**config.mk**
```make
export PLATFORM = sky130hd
export DESIGN_NAME = deglitch_window
export DESIGN_NICKNAME = d
export VERILOG_FILES = /design/src/rtl/deglitch_pkg.sv /design/src/rtl/deglitch_delay.sv /design/src/rtl/deglitch_accum.sv /design/src/rtl/deglitch_hyst_fsm.sv /design/src/rtl/deglitch_window.sv
export SDC_FILE = /design/constraint.sdc
export NUM_CORES = 1
export LEC_CHECK = 0
export BUFFER_PORTS_ARGS = -buffer_cell sky130_fd_sc_hd__buf_4
export CAP_MARGIN = 20
export CORE_AREA = 4 4 41 43
export CTS_CLUSTER_DIAMETER = 120
export DETAILED_ROUTE_END_ITERATION = 6
export DIE_AREA = 0 0 45 47
export PLACE_DENSITY_LB_ADDON = 0.05
export REMOVE_ABC_BUFFERS = 1
export SLEW_MARGIN = 30
export SYNTH_ARGS = -nofsm -noshare
export SYNTH_HDL_FRONTEND = slang
export SYNTH_HIERARCHICAL = 1
export SYNTH_SLANG_ARGS = --single-unit
```
**constraint.sdc**
```tcl
create_clock -name clk -period 2 [get_ports clk]
set_input_delay 0.4 -clock clk [delete_from_list [all_inputs] [get_ports clk]]
set_output_delay 0.4 -clock clk [all_outputs]
set_load 0.02 [all_outputs]
```
**src/rtl/deglitch_pkg.sv**
```systemverilog
package deglitch_pkg;

    typedef enum logic {
        FLT_LOW  = 1'b0,
        FLT_HIGH = 1'b1
    } flt_state_e;

endpackage

```
**src/rtl/deglitch_delay.sv**
```systemverilog
module deglitch_delay #(
    parameter int WIN_LEN = 8
) (
    input  logic clk,
    input  logic rst,
    input  logic adv,
    input  logic bit_in,
    output logic bit_tail
);

    logic [WIN_LEN-1:0] stage_q;

    generate
        for (genvar g = 0; g < WIN_LEN; g++) begin : g_stage
            if (g == 0) begin : g_head
                always_ff @(posedge clk) begin
                    if (rst)
                        stage_q[0] <= 1'b0;
                    else if (adv)
                        stage_q[0] <= bit_in;
                end
            end else begin : g_body
                always_ff @(posedge clk) begin
                    if (rst)
                        stage_q[g] <= 1'b0;
                    else if (adv)
                        stage_q[g] <= stage_q[g-1];
                end
            end
        end
    endgenerate

    assign bit_tail = stage_q[WIN_LEN-1];


    delay_idle_chk: assert property (@(posedge clk) disable iff (rst)
        !adv |=> $stable(stage_q));

endmodule

```
**src/rtl/deglitch_accum.sv**
```systemverilog
module deglitch_accum #(
    parameter int WIN_LEN = 8,
    localparam int CNT_W  = $clog2(WIN_LEN + 1)
) (
    input  logic             clk,
    input  logic             rst,
    input  logic             adv,
    input  logic             bit_in,
    input  logic             bit_tail,
    output logic [CNT_W-1:0] ones_cnt
);

    localparam logic [CNT_W-1:0] CNT_MAX = CNT_W'(WIN_LEN);

    logic [CNT_W-1:0] cnt_q;
    logic [CNT_W-1:0] cnt_d;

    always_comb begin
        unique case ({bit_in, bit_tail})
            2'b10:   cnt_d = cnt_q + 1'b1;
            2'b01:   cnt_d = cnt_q - 1'b1;
            default: cnt_d = cnt_q;
        endcase
    end

    always_ff @(posedge clk) begin
        if (rst)
            cnt_q <= '0;
        else if (adv)
            cnt_q <= cnt_d;
    end

    assign ones_cnt = cnt_q;


    no_overflow_chk: assert property (@(posedge clk) disable iff (rst)
        cnt_q <= CNT_MAX);


    no_underflow_chk: assert property (@(posedge clk) disable iff (rst)
        (adv && bit_tail && !bit_in) |-> (cnt_q != '0));


    cnt_idle_chk: assert property (@(posedge clk) disable iff (rst)
        !adv |=> $stable(cnt_q));


    cnt_step_up_chk: assert property (@(posedge clk) disable iff (rst)
        (adv && bit_in && !bit_tail) |=> (cnt_q == $past(cnt_q) + 1'b1));

endmodule

```
**src/rtl/deglitch_hyst_fsm.sv**
```systemverilog
module deglitch_hyst_fsm
    import deglitch_pkg::*;
#(
    parameter int WIN_LEN = 8,
    parameter int HI_THR  = 6,
    parameter int LO_THR  = 2,
    localparam int CNT_W  = $clog2(WIN_LEN + 1)
) (
    input  logic             clk,
    input  logic             rst,
    input  logic [CNT_W-1:0] ones_cnt,
    output logic             level
);

    localparam logic [CNT_W-1:0] HI_C = CNT_W'(HI_THR);
    localparam logic [CNT_W-1:0] LO_C = CNT_W'(LO_THR);

    flt_state_e state_q;
    flt_state_e state_d;

    always_comb begin
        state_d = state_q;
        unique case (state_q)
            FLT_LOW:  if (ones_cnt > HI_C) state_d = FLT_HIGH;
            FLT_HIGH: if (ones_cnt < LO_C) state_d = FLT_LOW;
            default:  state_d = FLT_LOW;
        endcase
    end

    always_ff @(posedge clk) begin
        if (rst)
            state_q <= FLT_LOW;
        else
            state_q <= state_d;
    end

    always_comb begin
        level = (state_q == FLT_HIGH);
    end


    reset_low_chk: assert property (@(posedge clk)
        rst |=> (!level && ones_cnt == '0));


    rise_chk: assert property (@(posedge clk) disable iff (rst)
        (state_q == FLT_LOW && ones_cnt > HI_C) |=> level);


    fall_chk: assert property (@(posedge clk) disable iff (rst)
        (state_q == FLT_HIGH && ones_cnt < LO_C) |=> !level);


    hold_band_chk: assert property (@(posedge clk) disable iff (rst)
        (ones_cnt >= LO_C && ones_cnt <= HI_C) |=> $stable(level));

endmodule

```
**src/rtl/deglitch_window.sv**
```systemverilog
module deglitch_window #(
    parameter int WIN_LEN = 8,
    parameter int HI_THR  = 6,
    parameter int LO_THR  = 2
) (
    input  logic clk,
    input  logic rst,
    input  logic smp_en,
    input  logic din,
    output logic dout
);

    localparam int CNT_W = $clog2(WIN_LEN + 1);


    initial begin
        param_legal_chk: assert (LO_THR < HI_THR && HI_THR <= WIN_LEN && LO_THR >= 0)
            else $error("deglitch_window: need LO_THR < HI_THR <= WIN_LEN");
    end

    logic             tail_bit;
    logic [CNT_W-1:0] ones_cnt;

    deglitch_delay #(
        .WIN_LEN (WIN_LEN)
    ) u_delay (
        .clk      (clk),
        .rst      (rst),
        .adv      (smp_en),
        .bit_in   (din),
        .bit_tail (tail_bit)
    );

    deglitch_accum #(
        .WIN_LEN (WIN_LEN)
    ) u_accum (
        .clk      (clk),
        .rst      (rst),
        .adv      (smp_en),
        .bit_in   (din),
        .bit_tail (tail_bit),
        .ones_cnt (ones_cnt)
    );

    deglitch_hyst_fsm #(
        .WIN_LEN (WIN_LEN),
        .HI_THR  (HI_THR),
        .LO_THR  (LO_THR)
    ) u_fsm (
        .clk      (clk),
        .rst      (rst),
        .ones_cnt (ones_cnt),
        .level    (dout)
    );

endmodule

```
==> results.py <==
metrics = {
    "setup_path": {
        "crit_chain": "ha_1, xor2_1, ha_1, a21oi_1, xnor2_1, a21oi_1, a31o_1",
        "cp.required_ns": 2.17,
        "cp-start-kind": "flop",
        "cp_max_fo": 5,
        "slowest_stage": "dfxtp_1",
        "cp.arrival_ns": 1.77,
        "max_stage_delay_ns": 0.33,
        "cpLargestDelayFamily": "adder cells",
        "critPathBufInv": 0,
        "path_class": "flop to flop",
        "end_kind": "flop",
    },
    "synthesis": {
        "syn-cell-area_um2": 607,
        "synth_xor_xnor_area_share": 0.0433,
        "synth_seq_cells": 13,
        "syn_inst": 61,
        "synth_seq_area_share": 0.429,
        "synthSimpleGateAreaFrac": 0.165,
        "synth_warnings": 6,
        "synthMuxAreaShare": 0.148,
        "synth.distinct_cells": 24,
        "synthAdderAreaFrac": 0.0619,
        "avgSynthCellArea_um2": 9.95,
        "synth-compound-area-share": 0.107,
        "synth_top_family_by_area": "simple AND/OR/NAND/NOR gates",
    },
    "clock_tree": {
        "cts_hold_buf": 0,
        "worst_skew_pair.late_latency_ns": 0.27,
        "clkTransAtPathRegs_ns": 0.07,
        "htree_levels": 1,
        "clock_sinks": 13,
        "cts_setup_buffers": 0,
        "cts_root_buf": "clkbuf_4",
        "numCtsBuffers": 3,
        "cts_resized": 0,
        "cts_buffer_depth": 2,
        "cts_tree": "yes",
    },
    "layout": {
        "layout_common_cells": "dfxtp_1 (13), nor2_1 (11), mux2i_1 (9)",
        "nets": 75,
        "area_growth_pct": 10.3,
        "mostFrequentLayoutCell": "dfxtp_1",
        "final_cells": 82,
        "diodes": 0,
        "layout-drive-gt1-share": 0.164,
    },
    "route": {
        "viasPerCell": 5.10,
        "drt_first_pass_iters": 4,
        "drt_drc_violations_left": 0,
        "first_iter_violations": 15,
        "avgRoutedWirePerCell_um": 11.3,
        "totalWireLength_um": 926,
        "ant_nets": 0,
        "vias": 418,
    },
    "power": {
        "seqPwrFrac": 0.588,
        "p_leak_nw": 0.293,
        "switchingPower_mw": 0.0995,
        "p_sw_frac": 0.217,
        "ir_worst_vdd_uv": 489,
        "power_density_nw_per_um2": 684,
        "p_comb_frac": 0.074,
        "power_frac_clock": 0.337,
        "p_int_mw": 0.358,
        "power_mw": 0.458,
    },
    "sta": {
        "fin_skew_ns": 0.00296,
        "min_period_ns": 1.60,
        "rsz0062_at_grt": "false",
        "worst_slew_pin_slew_ns": 0.295,
        "tns_ns": 0,
        "setup_viol": 0,
        "slew_viol_final": 0,
        "fin_crit_sh": 0.802,
        "fmax_ghz": 0.624,
        "maxSlewHeadroom": 0.803,
        "worst_hold_slack_ns": 0.377,
        "hold_viol": 0,
    },
    "floorplan": {
        "die_area_um2": 2120,
        "row_count": 13,
        "coreArea_um2": 1300,
        "fp.dieW_um": 45,
        "die_y_um": 47,
        "io_pins": 5,
        "start_util": 0.466,
    },
    "placed_design": {
        "portBuffers": 4,
        "hpwl_um": 671,
        "post-place-cells": 78,
        "gp_congestion": 0.654,
    },
    "worst_hold_path": {
        "hp-class": "input pin to flop",
    },
    "grt": {
        "grt_overflow": 0,
        "grt_max_degree": 16,
        "grt_pass1_wl_um": 1460,
        "grt_pass1_vias": 351,
        "antenna_found_initial": 0,
        "grt_usage": 0.0963,
    },
    "flow_run": {
        "maxCapViolCount": 0,
    },
    "outcome": {
        "status": "completed",
    },
}
==> logic make-up after synthesis <==
kind of cell,after synthesis
AND/OR/NAND/NOR,18
flip-flops,13
AO/OA/AOI/OAI,10
multiplexers,9
buffers and inverters,5
XOR/XNOR,3
adder cells (fa/ha/maj),3
==> cell type report <==
type                       instances  area (µm²)
sequential                        13         260
timing repair buffer               5        37.5
tap                               15        18.8
multi-input combinational         43         319
clock buffer                       4        26.3
inverter                           2        7.51
fill                             133         632
==> per-layer routing <==
| metal | global-route usage | vias to the layer above | part of all wire | wire (µm) |
|---|---|---|---|---|
| met2 | 0.153 | 10 | 0.45 | 421 |
| met4 | 0 | 0 | 0 | 0 |
| li1 | - | 221 | - | - |
| met5 | 0 | - | 0 | 0 |
| met1 | 0.114 | 187 | 0.48 | 448 |
| met3 | 0.0690 | 0 | 0.060 | 56 |
==> cells in the mapped netlist <==
master     instances  area, µm²
nand2b_1           1       6.26
o2111ai_1          1       8.76
o21ai_0            1       5.00
a31o_1             1       8.76
nand2b_4           1       13.8
buf_1              1       3.75
a21oi_1            4       20.0
buf_2              1       5.00
ha_1               3       37.5
inv_1              2       7.51
nor3b_1            1       7.51
mux2i_1            9       90.1
nand3_1            1       5.00
a21oi_2            1       8.76
dfxtp_1           13        260
and3b_1            1       8.76
nor2b_2            1       8.76
o22ai_1            1       6.26
buf_6              1       11.3
nor2_1            11       41.3
xnor2_1            2       17.5
a21o_1             1       7.51
nand4b_1           1       8.76
xor2_1             1       8.76
==> sequential cells by signal, indices dropped and copies added (netlist names) <==
name / cells
u_delay/bit_tail: 1
u_fsm/level: 1
u_accum/ones_cnt: 4
u_delay/stage_q: 7
==> power groups by stage <==
stage | clock network, mW | logic (mW) | registers [mW]
global placement | 0 | 0.0339 | 0.276
detailed placement | 0 | 0.0341 | 0.276
floorplan | 0 | 0.0182 | 0.274
global route | 0.175 | 0.0375 | 0.271
CTS | 0.164 | 0.0344 | 0.270
finish | 0.154 | 0.0341 | 0.269
==> stage by stage <==
step	setup slack, ns	instance area, µm²	util
after floorplan	0.348	587	-
after global placement	0.199	643	0.494
after detailed placement	0.177	643	0.494
after CTS	0.397	669	0.514
after global routing	0.304	669	0.514
final	0.396	669	0.514
==> worst reg2reg max path, cell delays in order (launching register included) <==
cell and delay [ns]:
dfxtp_1 0.33, ha_1 0.25, xor2_1 0.16, ha_1 0.18, a21oi_1 0.14, xnor2_1 0.16
a21oi_1 0.09, a31o_1 0.19
==> path summary, 6_finish.rpt <==
check / slack [ns] / from / cells after the start / endpoint
hold reg to reg: 0.49 / u_delay/stage_q[3] / 2 / u_delay/stage_q[3]
setup / recovery: 0.40 / u_delay/bit_tail / 7 / u_accum/ones_cnt[2]
setup reg to reg: 0.40 / u_delay/bit_tail / 7 / u_accum/ones_cnt[2]
hold / removal: 0.38 / din / 3 / u_delay/stage_q[0]
Note: power is estimated with default switching activity, not from simulation.
